$ cat config.mk
export PLATFORM = sky130hd
export DESIGN_NAME = can_accept_filter
export DESIGN_NICKNAME = d
export VERILOG_FILES = /design/src/rtl/can_filt_pkg.sv /design/src/rtl/can_filt_fieldmap.sv /design/src/rtl/can_filt_lane.sv /design/src/rtl/can_accept_filter.sv
export SDC_FILE = /design/constraint.sdc
export NUM_CORES = 1
export LEC_CHECK = 0
export BUFFER_PORTS_ARGS = -buffer_cell sky130_fd_sc_hd__clkbuf_2
export CORE_ASPECT_RATIO = 1.75
export CORE_UTILIZATION = 31
export DETAILED_ROUTE_END_ITERATION = 6
export PLACE_DENSITY = 0.78
export SLEW_MARGIN = 20
export SYNTH_ARGS = -nofsm -noshare
export SYNTH_HDL_FRONTEND = slang
export SYNTH_SLANG_ARGS = --single-unit
$ cat constraint.sdc
create_clock -name clk -period 2.35 [get_ports clk]
set_input_delay 0.47 -clock clk [delete_from_list [all_inputs] [get_ports clk]]
set_output_delay 0.47 -clock clk [all_outputs]
set_load 0.02 [all_outputs]
$ cat src/rtl/can_filt_pkg.sv
package can_filt_pkg;
  localparam int BYTE_W     = 8;
  localparam int NBYTES     = 4;
  localparam int WORD_W     = NBYTES * BYTE_W;
  localparam int HALF_W     = WORD_W / 2;
  localparam int EXT_ID_W   = 29;
  localparam int STD_ID_W   = 11;
  localparam int DLC_W      = 4;
  localparam int STD_GAP_W  = WORD_W - STD_ID_W - 1 - 2 * BYTE_W;
  localparam int EXT_GAP_W  = WORD_W - EXT_ID_W - 1;

  typedef struct packed {
    logic [WORD_W-1:0] bits;
    logic [WORD_W-1:0] care;
  } cmp_word_t;

  // bit 1: byte 0 received, bit 0: byte 1 received
  function automatic logic [1:0] data_present(input logic rtr, input logic [DLC_W-1:0] dlc);
    logic [1:0] p;
    p[1] = !rtr && (dlc != '0);
    p[0] = !rtr && (dlc >= DLC_W'(2));
    return p;
  endfunction

  function automatic logic field_match(input logic [WORD_W-1:0] code,
                                       input logic [WORD_W-1:0] mask,
                                       input logic [WORD_W-1:0] rx,
                                       input logic [WORD_W-1:0] care);
    return &(mask | ~(code ^ rx) | ~care);
  endfunction
endpackage

$ cat src/rtl/can_filt_fieldmap.sv
module can_filt_fieldmap
  import can_filt_pkg::*;
(
  input  logic                ext_frame_i,
  input  logic [EXT_ID_W-1:0] id_i,
  input  logic                rtr_i,
  input  logic [DLC_W-1:0]    dlc_i,
  input  logic [BYTE_W-1:0]   data0_i,
  input  logic [BYTE_W-1:0]   data1_i,
  output cmp_word_t           word_o
);
  logic [1:0]        present_w;
  logic [WORD_W-1:0] std_bits_w, std_care_w, ext_bits_w, ext_care_w;

  assign present_w  = data_present(rtr_i, dlc_i);
  assign std_bits_w = {id_i[STD_ID_W-1:0], rtr_i, {STD_GAP_W{1'b0}}, data0_i, data1_i};
  assign std_care_w = {{(STD_ID_W+1){1'b1}}, {STD_GAP_W{1'b0}},
                       {BYTE_W{present_w[1]}}, {BYTE_W{present_w[0]}}};
  assign ext_bits_w = {id_i, rtr_i, {EXT_GAP_W{1'b0}}};
  assign ext_care_w = {{(EXT_ID_W+1){1'b1}}, {EXT_GAP_W{1'b0}}};

  always_comb begin
    if (ext_frame_i) begin
      word_o.bits = ext_bits_w;
      word_o.care = ext_care_w;
    end else begin
      word_o.bits = std_bits_w;
      word_o.care = std_care_w;
    end
  end

  // absent data bytes are never compared
  always_comb begin
    if (!ext_frame_i && (rtr_i || dlc_i == '0))
      p_absent_data_r4: assert (word_o.care[2*BYTE_W-1:0] == '0);
  end

  // unused gap bits of a standard frame are never compared
  always_comb begin
    if (!ext_frame_i)
      p_std_gap_r3: assert (word_o.care[2*BYTE_W+STD_GAP_W-1:2*BYTE_W] == '0);
  end
endmodule

$ cat src/rtl/can_filt_lane.sv
module can_filt_lane #(
  parameter int W = 16
) (
  input  logic [W-1:0] code_i,
  input  logic [W-1:0] mask_i,
  input  logic [W-1:0] rx_i,
  input  logic [W-1:0] care_i,
  output logic         hit_o
);
  logic [W-1:0] pass_w;

  assign pass_w = mask_i | ~(code_i ^ rx_i) | ~care_i;
  assign hit_o  = &pass_w;

  // a fully masked lane must match whatever arrives
  always_comb begin
    if (&mask_i)
      p_all_dontcare_r2: assert (hit_o);
  end
endmodule

$ cat src/rtl/can_accept_filter.sv
module can_accept_filter
  import can_filt_pkg::*;
(
  input  logic                clk,
  input  logic                rst_n,
  input  logic                frame_valid_i,
  input  logic                ext_frame_i,
  input  logic [EXT_ID_W-1:0] id_i,
  input  logic                rtr_i,
  input  logic [DLC_W-1:0]    dlc_i,
  input  logic [BYTE_W-1:0]   data0_i,
  input  logic [BYTE_W-1:0]   data1_i,
  input  logic                single_mode_i,
  input  logic [WORD_W-1:0]   acc_code_i,
  input  logic [WORD_W-1:0]   acc_mask_i,
  output logic                accept_o
);
  localparam int NLANES = 2;

  cmp_word_t         word_w;
  logic              single_hit_w;
  logic [NLANES-1:0] dual_hit_w;
  logic              dual_any_w;
  logic              hit_now_w;

  can_filt_fieldmap u_map (
    .ext_frame_i (ext_frame_i),
    .id_i        (id_i),
    .rtr_i       (rtr_i),
    .dlc_i       (dlc_i),
    .data0_i     (data0_i),
    .data1_i     (data1_i),
    .word_o      (word_w)
  );

  can_filt_lane #(.W(WORD_W)) u_single (
    .code_i (acc_code_i),
    .mask_i (acc_mask_i),
    .rx_i   (word_w.bits),
    .care_i (word_w.care),
    .hit_o  (single_hit_w)
  );

  // lane 0 = filter A on the upper half of code/mask, lane 1 = filter B on the lower half
  for (genvar g = 0; g < NLANES; g++) begin : g_dual
    can_filt_lane #(.W(HALF_W)) u_half (
      .code_i (acc_code_i[WORD_W-1-g*HALF_W -: HALF_W]),
      .mask_i (acc_mask_i[WORD_W-1-g*HALF_W -: HALF_W]),
      .rx_i   (word_w.bits[WORD_W-1 -: HALF_W]),
      .care_i (word_w.care[WORD_W-1 -: HALF_W]),
      .hit_o  (dual_hit_w[g])
    );
  end

  assign dual_any_w = |dual_hit_w;
  assign hit_now_w  = single_mode_i ? single_hit_w : dual_any_w;

  always_ff @(posedge clk) begin
    if (!rst_n) accept_o <= 1'b0;
    else        accept_o <= frame_valid_i && hit_now_w;
  end

  p_idle_r7: assert property (@(posedge clk) disable iff (!rst_n)
    !frame_valid_i |=> !accept_o);

  p_open_mask_r2: assert property (@(posedge clk) disable iff (!rst_n)
    (frame_valid_i && (&acc_mask_i)) |=> accept_o);

  p_single_gate_r8: assert property (@(posedge clk) disable iff (!rst_n)
    (frame_valid_i && single_mode_i && !single_hit_w) |=> !accept_o);

  p_dual_gate_r6: assert property (@(posedge clk) disable iff (!rst_n)
    (frame_valid_i && !single_mode_i && (dual_hit_w == '0)) |=> !accept_o);
endmodule

# Yosys cells after proc, flatten, opt, wreduce, memory -nomap -nowiden
# Cells that the tools add are included.
# totals
regBits,1
latchBits,0
ramBits,0
rom_bits,0
inputBits,119
out_inout_bits,1
elab_cells,27
mem_count,0
# op_classes
n_addsub,0
n_mul,0
n_div,0
order_cmp,1
eq_ne,0
shifts,0
n_mux,2
bitwise,14
reduce_logical,9
# op_table
operator,n
64-bit 2-to-1 mux,1
32-bit inverter,2
16-bit bitwise OR,4
32-bit bitwise OR,2
16-bit inverter,3
16-bit AND reduction,2
32-bit AND reduction,1
16-bit XOR,2
32-bit XOR,1
"4-bit by 2-bit greater-or-equal comparator with 1-bit output, second input constant",1
4-bit nonzero test,1
1-bit logical AND,3
2-bit OR reduction,1
1-bit zero test,1
1-bit 2-to-1 mux,1

# Logic depth before layout (Yosys ltp)
# logic_depth
word_depth,11
ltp_mapped,9
depth_no_buf,6

# Cells and area by module
# From an unflattened synthesis, not the netlist that was laid out.
# unflattened
hier_cells,235
area_unflattened_um2,1985.7
# by_module_without_submodules
module,instances,cells_each,area_each_um2,seq_area_each_um2
can_filt_fieldmap,1,71,724.4,0.0
can_filt_lane (u_single),1,85,618.1,0.0
can_filt_lane (g_dual[0].u_half ...),2,37,297.8,0.0
can_accept_filter,1,5,47.5,20.0

# Worst setup path after synthesis
# Ideal clock, no wire load.
# synth_timing
kind,input -> register
startpoint,input ext_frame_i
endpoint,register accept_o
setup_time_ns,0.078
arrival_time_ns,2.157
required_ns,2.272
setup_slack_ns,0.115
stages,7
path_buffers,1
cell_sequence,buf_6 -> mux2i_1 -> mux2i_1 -> o2111ai_1 -> or3_1 -> or4_1 -> a32oi_1
# synth_between
elab_chain_len,9
elab_cells_between_ends,21
classes_between,mux: 2; bitwise: 14; reduce/logical: 5
# synth_rtl
element,line,text
"start, declared",can_accept_filter.sv:7,"input logic ext_frame_i,"
64-bit 2-to-1 mux (*),can_filt_fieldmap.sv:23,if (ext_frame_i) begin
16-bit XOR,can_filt_lane.sv:12,assign pass_w = mask_i | ~(code_i ^ rx_i) | ~care_i;
16-bit inverter,can_filt_lane.sv:12,
16-bit bitwise OR (2 in series),can_filt_lane.sv:12,
16-bit AND reduction,can_filt_lane.sv:13,assign hit_o = &pass_w;
2-bit OR reduction,can_accept_filter.sv:55,assign dual_any_w = |dual_hit_w;
1-bit 2-to-1 mux (*),can_accept_filter.sv:56,assign hit_now_w = single_mode_i ? single_hit_w : dual_any_w;
1-bit logical AND (*),can_accept_filter.sv:60,else accept_o <= frame_valid_i && hit_now_w;
"end signal, assigned",can_accept_filter.sv:60,
"end, declared",can_accept_filter.sv:16,output logic accept_o
# Every way passes the cells marked *; elsewhere a longest branch is shown, timed or not.
# A chain may end at the register's enable or synchronous reset.

# Final worst setup path
# Ends and elaborated chain as after synthesis.

==> impl_summary.log <==
INFO  metric grt_use_met3 = 0.00920
INFO  metric synth-seq-area-share = 0.0192
INFO  metric die_h = roughly 79 um
INFO  metric hold_path_class = in2reg
INFO  metric detail_route.first_pass.iterations = 4
INFO  metric multi_input_comb_area = 1010 sq um
INFO  metric max_flop_register = accept_o
INFO  metric layout_commonest_cell = sky130_fd_sc_hd__clkbuf_2
INFO  metric final_period_minus_worst_setup_slack = 2.25 ns
INFO  metric total_routed_length = 3940 um
INFO  metric critPathRequiredTime = 2.27 ns
INFO  metric post_route_cells_drive_above_1_share = 0.514
INFO  metric track_usage = 0.202
INFO  metric synthTopCellsByArea = sky130_fd_sc_hd__xor2_1 (36%), sky130_fd_sc_hd__mux2i_1 (28%), sky130_fd_sc_hd__o22ai_1 (11%), sky130_fd_sc_hd__nor2_1 (2.9%), sky130_fd_sc_hd__dfxtp_1 (1.9%)
INFO  metric outcome = complete, no violations
INFO  metric detailedRoute.firstIterationViolations = 10
INFO  metric antenna_found_initial = 0
INFO  metric unrepaired_setup_endpoints_after_global_routing = yes
INFO  metric crit_chain = buf_12 > mux2i_1 > mux2i_1 > o2111ai_1 > or3_1 > or4_1 > a32oi_1
INFO  metric placementRows = 27
INFO  metric met1_usage = 0.184
INFO  metric fin_crit_sh = 0.956
INFO  metric routed_via_density = 4.86
INFO  metric mappedNetlistArea = 1040 sq um
INFO  metric io_buffers = 119
INFO  metric cts.reportedPaths.clkPinSlew = 0 ns
INFO  metric portion_of_synthesized_cell_area_occupied_by_the_leading_cell_type = 0.362
INFO  metric timing_hold_violations_final = 0
INFO  metric design.core.area = between 3000 and 4000 sq um
INFO  metric synth_nets = 251
INFO  metric ctsHoldBuffers = 0
INFO  metric postLayoutCellArea = 1830 sq um
INFO  metric crit_arrival = 2.17 ns
INFO  metric timing.critical_path.fanout_max = 8
INFO  metric tightestPinTransition = 0.382 ns
INFO  metric globalplace.congestion = 0.823
INFO  metric grt_pass1_wl = 5590 um
INFO  metric timing.final.setup_violations = 0
INFO  metric maximum_number_of_pins_on_one_net_before_global_route_repair = 21
INFO  metric num_antenna_cells = 0
INFO  metric synth_area_leader_cell = sky130_fd_sc_hd__xor2_1
INFO  metric utilization = 0.575
INFO  metric placedInstanceArea = 1710 sq um
INFO  metric areaGrowthSynthToFinish = 75.4%
INFO  metric power-per-cell-area = 194 nW/um^2
INFO  metric crit_top_cell = sky130_fd_sc_hd__mux2i_1
INFO  metric layout.cells.most_common_list = sky130_fd_sc_hd__clkbuf_2 (118), sky130_fd_sc_hd__xor2_1 (43), sky130_fd_sc_hd__mux2i_1 (26), sky130_fd_sc_hd__o22ai_1 (18), sky130_fd_sc_hd__nor2_1 (8)
INFO  metric synth_warnings = 0
INFO  metric postRouteAntennaNets = 0
INFO  metric postSynthCellCount = roughly 130
INFO  metric initial_cell_density_of_the_core = 0.328
INFO  metric final-seq-area = 20.0 sq um
INFO  metric grt_overflow_total = 0
INFO  metric first_global_vias = 1479
INFO  metric postSynthRegisterBits = 1
INFO  metric num_vias = 1459
INFO  metric critical_path_buf_inv_count = 1
INFO  metric drc = 0
INFO  metric timing.critical_path.slowest_stage_cell = sky130_fd_sc_hd__or3_1
INFO  metric number_of_flip_flops_in_the_largest_register = 1
INFO  metric detailedPlacementHpwl = between 3000 and 4000 um
INFO  metric number_of_fillers_in_the_final_layout = roughly 330
INFO  metric family_of_cells_with_the_greatest_summed_delay_on_the_critical_path = simple AND/OR/NAND/NOR gates
INFO  metric chipWidth = 45.8 um
INFO  metric synth-edff-count = 0
INFO  metric fp.dieArea = 3600 sq um
INFO  metric syn_area_per_cell = 7.89 sq um
INFO  metric max_freq = 445 MHz
INFO  metric power_leakage = 0.00101 uW
INFO  metric grt.met2_usage = 0.436
INFO  metric routed_wire_length_per_instance = 13.1 um
INFO  metric top_regs = accept_o: 1 flops
INFO  metric number_of_top_level_pins = 120
INFO  metric max_stage_delay = 0.41 ns
INFO  metric critical_path_class = in2reg
INFO  metric fraction_of_registers_with_async_set_or_reset_after_synthesis = 0
INFO  metric top_usage_layer = met2
INFO  metric cap_viol_max_count = 0
INFO  metric endpoint_kind = flop
INFO  metric finish.net_count = 378
INFO  metric crit_path_start_kind = primary input
INFO  metric slew_headroom = 0.738
INFO  metric synthDistinctLibCells = 23
INFO  metric synth_ff_type = sky130_fd_sc_hd__dfxtp_1
INFO  metric timing.final.max_slew_violations = 0
INFO  metric irDropWorstVdd = 90.5 uV
timing repair:
| action | 4_1_cts | 5_1_grt |
|---|---|---|
| cloned | 0 | 2 |
| endpoints found under the hold margin | 0 | 0 |
| resized for setup | 3 | 7 |
| setup endpoints to repair | 1 | 1 |
| pin swaps | 4 | 4 |
| buffers inserted | 0 | 4 |
final cells by class:
type | instances | area share
multi-input cells | 126 | 0.554
repair buffers | 129 | 0.404
well taps | 43 | 0.0295
flip-flops and latches | 1 | 0.0110
inverters | 1 | 0.00206
path summary, 6_finish.rpt:
kind / cells after the start / end / slack [ns] / start
min: 2 / accept_o / 0.70 / single_mode_i
max: 7 / accept_o / 0.10 / ext_frame_i
through the flow:
stage / hold slack (ns) / setup WS (ns) / instances / total power, uW / TNS, ns
6_report: 0.696 / 0.103 / 300 / 354 / 0
4_1_cts: 0.709 / 0.0278 / 294 / 334 / 0
3_3_place_gp: 0.697 / -0.0854 / 295 / 327 / -0.0854
3_5_place_dp: 0.697 / -0.147 / 295 / 331 / -0.147
2_1_floorplan: 0.586 / 0.115 / 132 / 180 / 0
5_1_grt: 0.720 / -0.00262 / 300 / 386 / -0.00262
cells in the mapped netlist, types with 2 or more instances:
cell                      count
sky130_fd_sc_hd__nand2_1      5
sky130_fd_sc_hd__nand3_1      2
sky130_fd_sc_hd__nor3_1       2
sky130_fd_sc_hd__o21ai_0      4
sky130_fd_sc_hd__mux2i_1     29
sky130_fd_sc_hd__o22a_1       2
sky130_fd_sc_hd__nor2_1       8
sky130_fd_sc_hd__xor2_1      43
sky130_fd_sc_hd__xnor2_1      2
sky130_fd_sc_hd__o22ai_1     18
sky130_fd_sc_hd__nor2b_1      3
sky130_fd_sc_hd__nor4_1       3
layer usage:
| metal | part of all wire | wire length (um) |
|---|---|---|
| met5 | 0 | 0 |
| met2 | 0.60 | 2380 |
| met4 | 0.0099 | 39 |
| met3 | 0.057 | 224 |
| met1 | 0.33 | 1300 |
logic make-up (layout without fill, tap and decap cells):
logic type      count (synthesis)  in the layout  synth area share
flops                           1              1            0.0192
buf+inv                         5            130            0.0372
simple gates                   25             25             0.115
mux                            29             29             0.279
xor+xnor                       45             45             0.379
compound gates                 27             27             0.171
power breakdown:
group          leakage (uW)  total [uW]  internal, uW  switching [uW]
sequential       0.00000806        17.6          17.5          0.0672
combinational       0.00100         337           189             148
clock                     0           0             0               0
total               0.00101         354           206             148
Note: power is estimated with default switching activity, not from simulation.
